===== src/rtl/irq_router_pkg.sv =====
package irq_router_pkg;

    typedef enum logic [1:0] {
        CH_IDLE  = 2'd0,
        CH_PULSE = 2'd1,
        CH_DONE  = 2'd2
    } chan_state_e;

    localparam int SRC_TOD = 0;
    localparam int SRC_WDG = 1;
    localparam int NUM_SRC = 2;

endpackage


===== src/rtl/irq_pulse_chan.sv =====
module irq_pulse_chan
    import irq_router_pkg::*;
#(
    parameter int PULSE_TICKS = 3
) (
    input  logic clk,
    input  logic rst_n,
    input  logic flag_i,
    input  logic mask_i,
    input  logic pulse_mode_i,
    input  logic tick_i,
    output logic active_o,
    output logic pulse_end_o
);

    localparam int CW = $clog2(PULSE_TICKS + 1);
    localparam logic [CW-1:0] LAST_CNT = CW'(PULSE_TICKS - 1);

    chan_state_e state_q, state_d;
    logic [CW-1:0] cnt_q, cnt_d;
    logic req, req_q, req_rise;

    assign req      = flag_i & ~mask_i;
    assign req_rise = req & ~req_q;

    // state register
    always_ff @(posedge clk or negedge rst_n) begin
        if (!rst_n) begin
            state_q <= CH_IDLE;
            cnt_q   <= '0;
            req_q   <= 1'b0;
        end else begin
            state_q <= state_d;
            cnt_q   <= cnt_d;
            req_q   <= req;
        end
    end

    // next state
    always_comb begin
        state_d = state_q;
        cnt_d   = cnt_q;
        unique case (state_q)
            CH_IDLE: begin
                if (pulse_mode_i && req_rise) begin
                    state_d = CH_PULSE;
                    cnt_d   = '0;
                end
            end
            CH_PULSE: begin
                if (!pulse_mode_i) begin
                    state_d = CH_IDLE;
                end else if (tick_i) begin
                    if (cnt_q == LAST_CNT) begin
                        state_d = CH_DONE;
                    end else begin
                        cnt_d = cnt_q + 1'b1;
                    end
                end
            end
            CH_DONE: begin
                if (!req) begin
                    state_d = CH_IDLE;
                end
            end
            default: state_d = CH_IDLE;
        endcase
    end

    // outputs
    always_comb begin
        if (pulse_mode_i) begin
            active_o = (state_q == CH_PULSE) && !mask_i;
        end else begin
            active_o = req;
        end
        pulse_end_o = (state_q == CH_PULSE) && pulse_mode_i && tick_i
                      && (cnt_q == LAST_CNT);
    end

endmodule


===== src/rtl/irq_pin_mux.sv =====
module irq_pin_mux (
    input  logic clk,
    input  logic rst_n,
    input  logic swap_i,
    input  logic b_high_i,
    input  logic tod_act_i,
    input  logic wdg_act_i,
    input  logic wdg_end_i,
    output logic pin_a_n_o,
    output logic pin_b_o,
    output logic wdg_clear_o
);

    logic a_act_q, b_act_q, clr_q;
    logic a_sel, b_sel;

    always_comb begin
        a_sel = swap_i ? tod_act_i : wdg_act_i;
        b_sel = swap_i ? wdg_act_i : tod_act_i;
    end

    always_ff @(posedge clk or negedge rst_n) begin
        if (!rst_n) begin
            a_act_q <= 1'b0;
            b_act_q <= 1'b0;
            clr_q   <= 1'b0;
        end else begin
            a_act_q <= a_sel;
            b_act_q <= b_sel;
            clr_q   <= wdg_end_i;
        end
    end

    assign pin_a_n_o   = ~a_act_q;
    assign pin_b_o     = b_act_q ^ ~b_high_i;
    assign wdg_clear_o = clr_q;

endmodule


===== src/rtl/irq_router.sv =====
module irq_router
    import irq_router_pkg::*;
#(
    parameter int PULSE_TICKS = 3
) (
    input  logic clk,
    input  logic rst_n,
    input  logic tod_flag_i,
    input  logic wdg_flag_i,
    input  logic swap_i,
    input  logic b_high_i,
    input  logic pulse_mode_i,
    input  logic tod_mask_i,
    input  logic wdg_mask_i,
    input  logic ms_tick_i,
    output logic pin_a_n_o,
    output logic pin_b_o,
    output logic wdg_clear_o
);

    logic [NUM_SRC-1:0] src_flag, src_mask, src_act, src_end;

    assign src_flag = {wdg_flag_i, tod_flag_i};
    assign src_mask = {wdg_mask_i, tod_mask_i};

    generate
        for (genvar s = 0; s < NUM_SRC; s++) begin : g_chan
            irq_pulse_chan #(
                .PULSE_TICKS (PULSE_TICKS)
            ) u_chan (
                .clk          (clk),
                .rst_n        (rst_n),
                .flag_i       (src_flag[s]),
                .mask_i       (src_mask[s]),
                .pulse_mode_i (pulse_mode_i),
                .tick_i       (ms_tick_i),
                .active_o     (src_act[s]),
                .pulse_end_o  (src_end[s])
            );
        end
    endgenerate

    irq_pin_mux u_mux (
        .clk         (clk),
        .rst_n       (rst_n),
        .swap_i      (swap_i),
        .b_high_i    (b_high_i),
        .tod_act_i   (src_act[SRC_TOD]),
        .wdg_act_i   (src_act[SRC_WDG]),
        .wdg_end_i   (src_end[SRC_WDG]),
        .pin_a_n_o   (pin_a_n_o),
        .pin_b_o     (pin_b_o),
        .wdg_clear_o (wdg_clear_o)
    );

endmodule


===== config.mk =====
export PLATFORM = sky130hd
export DESIGN_NAME = irq_router
export DESIGN_NICKNAME = d
export VERILOG_FILES = /design/src/rtl/irq_router_pkg.sv /design/src/rtl/irq_pulse_chan.sv /design/src/rtl/irq_pin_mux.sv /design/src/rtl/irq_router.sv
export SDC_FILE = /design/constraint.sdc
export NUM_CORES = 1
export LEC_CHECK = 0
export ABC_AREA = 1
export BUFFER_PORTS_ARGS = -buffer_cell sky130_fd_sc_hd__buf_2
export CORE_MARGIN = 5
export CORE_UTILIZATION = 45
export DETAILED_ROUTE_END_ITERATION = 8
export PLACE_DENSITY = 0.79
export SLEW_MARGIN = 30
export SYNTH_ARGS = -nofsm -noshare
export SYNTH_HDL_FRONTEND = slang
export SYNTH_SLANG_ARGS = --single-unit

===== constraint.sdc =====
create_clock -name clk -period 1.2 [get_ports clk]
set_clock_uncertainty 0.05 [all_clocks]
set_input_delay 0.06 -clock clk [delete_from_list [all_inputs] [get_ports clk]]
set_output_delay 0.06 -clock clk [all_outputs]
set_load 0.01 [all_outputs]

==> flow_summary_export.csv <==
group,metric,value,unit
global_routing,grt_max_degree,14,
timing,rsz0062_at_grt,"yes",
clock_network,cts_root_buf,"clkbuf_4",
setup_path,endpoint_kind,"flop",
power_and_ir_drop,power_density,1040,nW/um^2
timing,fin_ws,-0.0119,ns
cells_and_area,drive_gt1_frac,0.322,
global_routing,grt.overflow.total,0,
cells_and_area,area_delta_synth_final,31.6,%
timing,worst_pin_slew,0.304,ns
setup_path,reg2regPathDepth,5,
floorplan,die_height,49.6,um
power_and_ir_drop,p_leak,0.498,nW
power_and_ir_drop,peakVddDrop,0.745,mV
setup_path,regToRegEndpoint,"g_chan[0].u_chan.cnt_q[1]",
place,gp_congestion,0.760,
route,wl_per_cell,11.9,um
timing,slew_viol_final,0,
global_routing,antenna_found_initial,0,
clock_network,cts_buffers,3,
clock_network,insertion_delay,0.28,ns
route,wl_met2,817,um
route,drtIter0Drc,9,
yosys,ys_warn_count,0,
floorplan,rows,14,
cells_and_area,layout.nets,131,
timing,layout_min_cycle_time,1.21,ns
floorplan,dieArea,2460,sq um
place,hpwl,1.09,mm
flow_run,cap_violations,0,
timing,hold_viol,0,
timing,fmax,825,MHz
run_status,violations,"setup timing",
setup_path,setup.worst_path.class,"flop to flop",
yosys,synth-seq-cells,13,
route,dr_wl_met3,83,um
floorplan,die_width,49.6,um
cells_and_area,n_antenna_cell,0,
clock_network,cts.sinks,13,
run_status,status,"finished with violations",
route,wl_met1,645,um
hold_path,hold_end,"g_chan[1].u_chan.state_q[0]",
setup_path,reg2reg_slack,-0.01,ns
route,num_vias,671,
timing,relSlewSlack,0.797,
yosys,ys_seq_area_frac,0.461,
global_routing,grt_pass1_vias,695,
setup_path,startpoint_type,"flop",
route,avgViaCountPerCell,5.01,
timing,setup_violations,2,
yosys,synth.distinct_cells,16,
hold_path,hp-class,"input pin to flop",
global_routing,grt_usage,0.143,
setup_path,cp.arrival,1.33,ns
yosys,avgSynthCellArea,7.59,sq um
yosys,synthesis.area,706,sq um
setup_path,r2r-start,"g_chan[0].u_chan.state_q[0]",
timing,finalCritPeriodShare,1.01,
clock_network,cts.reportedPaths.clkPinSlew,0.07,ns
route,ant_nets,0,
clock_network,cts-htree-levels,1,
cells_and_area,final_core_util,0.624,
route,firstDrtPassIters,4,
clock_network,cts_tree,"done",
route,routed_wl,1.60,mm
setup_path,path_max_fanout,3,
place,port_buffers,12,
floorplan,ios,13,
hold_path,holdCritStartpoint,"pulse_mode_i",
route,top_layer,"met4",
yosys,synth_cells,93,
yosys,syn_nets,105,
floorplan,core-area,1490,sq um
floorplan,start_util,0.474,
route,drc,0,
clock_network,clock_path_buffers,2,
setup_path,crit_required,1.32,ns
global_routing,grt_pass1_wl,2.75,mm
hold_path,whs_path_depth,3,
place,dp_slack,-0.0434,ns
## cells in the mapped netlist, drive strengths merged
master / n / area [sq um]
nand2: 28 / 108
inv: 16 / 60.1
nor2: 15 / 73.8
dfrtp: 13 / 325
nand3: 11 / 60.1
nand4: 3 / 18.8
o21ai: 3 / 15.0
ha: 2 / 25.0
o21bai: 1 / 11.3
xnor2: 1 / 8.76
## where the power goes
group          total, mW  internal, mW  switching [mW]
registers          0.484         0.466          0.0182
logic              0.207        0.0919           0.116
clock network      0.272         0.129           0.143
## worst max-delay path by stage
| stage | start | endpoint | slack (ns) | cells past startpoint |
|---|---|---|---|---|
| final | g_chan[0].u_chan.state_q[0] | g_chan[0].u_chan.cnt_q[1] | -0.01 | 5 |
| after global routing | g_chan[0].u_chan.cnt_q[0] | g_chan[0].u_chan.cnt_q[1] | -0.08 | 8 |
| after CTS | g_chan[0].u_chan.cnt_q[0] | g_chan[0].u_chan.cnt_q[1] | -0.03 | 8 |
| after detailed placement | g_chan[0].u_chan.cnt_q[0] | g_chan[0].u_chan.cnt_q[1] | -0.04 | 8 |
| after global placement | g_chan[0].u_chan.cnt_q[0] | g_chan[0].u_chan.cnt_q[0] | 0.04 | 8 |
| after floorplan | g_chan[0].u_chan.cnt_q[0] | g_chan[0].u_chan.cnt_q[0] | 0.07 | 8 |
## routing by layer
layer	global-route usage	vias up
met5	0	-
met4	0.100	0
met3	0.0542	7
met2	0.225	17
met1	0.156	308
li1	-	339
## through the flow
| step | setup TNS, ns | instance area, sq um | hold slack (ns) | std cells | power [mW] |
|---|---|---|---|---|---|
| global placement | 0 | 786 | -0.0894 | 121 | 0.641 |
| finish | -0.0143 | 928 | 0.0547 | 134 | 0.964 |
| global route | -0.363 | 928 | 0.0767 | 134 | 1.04 |
| detailed placement | -0.0864 | 786 | -0.0832 | 121 | 0.651 |
| floorplan | 0 | 706 | -0.286 | 93 | 0.590 |
| CTS | -0.0409 | 882 | 0.0441 | 132 | 0.958 |
## worst max-delay path, stage by stage, from the launching register on
cell and delay [ns]:
dfrtp_1 0.41, nor2_1 0.26, o21bai_4 0.20, nand2_2 0.08, nand2_2 0.06, nand2_1 0.05
## cell families after synthesis
kind of cell,share of synthesized area
flops,0.461
buf+inv,0.0851
xor+xnor,0.0124
compound gates,0.0372
simple gates,0.369
fa+ha+maj,0.0355
## sequential cells by signal (all words and copies together) (netlist names)
name and flops:
g_chan.u_chan.cnt_q 4, u_mux.wdg_clear_o 1, g_chan.u_chan.state_q 4, g_chan.u_chan.req_q 2
u_mux.b_act_q 1, u_mux.a_act_q 1
## cell usage in the layout (no fill, tap or decap)
cell / Yosys / final
inv_1: 14 / 12
nor2_4: 1 / 1
inv_2: 2 / 4
o21bai_4: 0 / 1
dfrtp_1: 13 / 13
nand4_1: 3 / 3
buf_2: 0 / 12
clkbuf_4: 0 / 3
xnor2_1: 1 / 1
buf_6: 0 / 1
nand3_1: 10 / 9
nor2_2: 4 / 5
o21ai_0: 2 / 2
clkbuf_1: 0 / 1
dlygate4sd3_1: 0 / 6
o21ai_1: 1 / 1
nor2_1: 10 / 9
nand2_2: 1 / 5
nand3_2: 1 / 2
buf_4: 0 / 2
ha_2: 0 / 2
nand2_1: 27 / 23
## layout make-up
class                           instances  area [sq um]
Clock buffer                            4          26.3
Timing Repair Buffer                   21           146
Sequential cell                        13           325
Inverter                               16          60.1
Multi-Input combinational cell         64           350
Tap cell                               16          20.0
Fill cell                             141           561
## what timing repair did
| item | 4_1_cts | 5_1_grt |
|---|---|---|
| hold buffers | 6 | 0 |
| resized for setup | 1 | 11 |
| buffers inserted | 1 | 2 |
| pin swaps | 2 | 8 |
| endpoints found under the hold margin | 17 | 0 |
| endpoints found under the setup margin | 2 | 5 |
(Power assumes the default switching activity.)
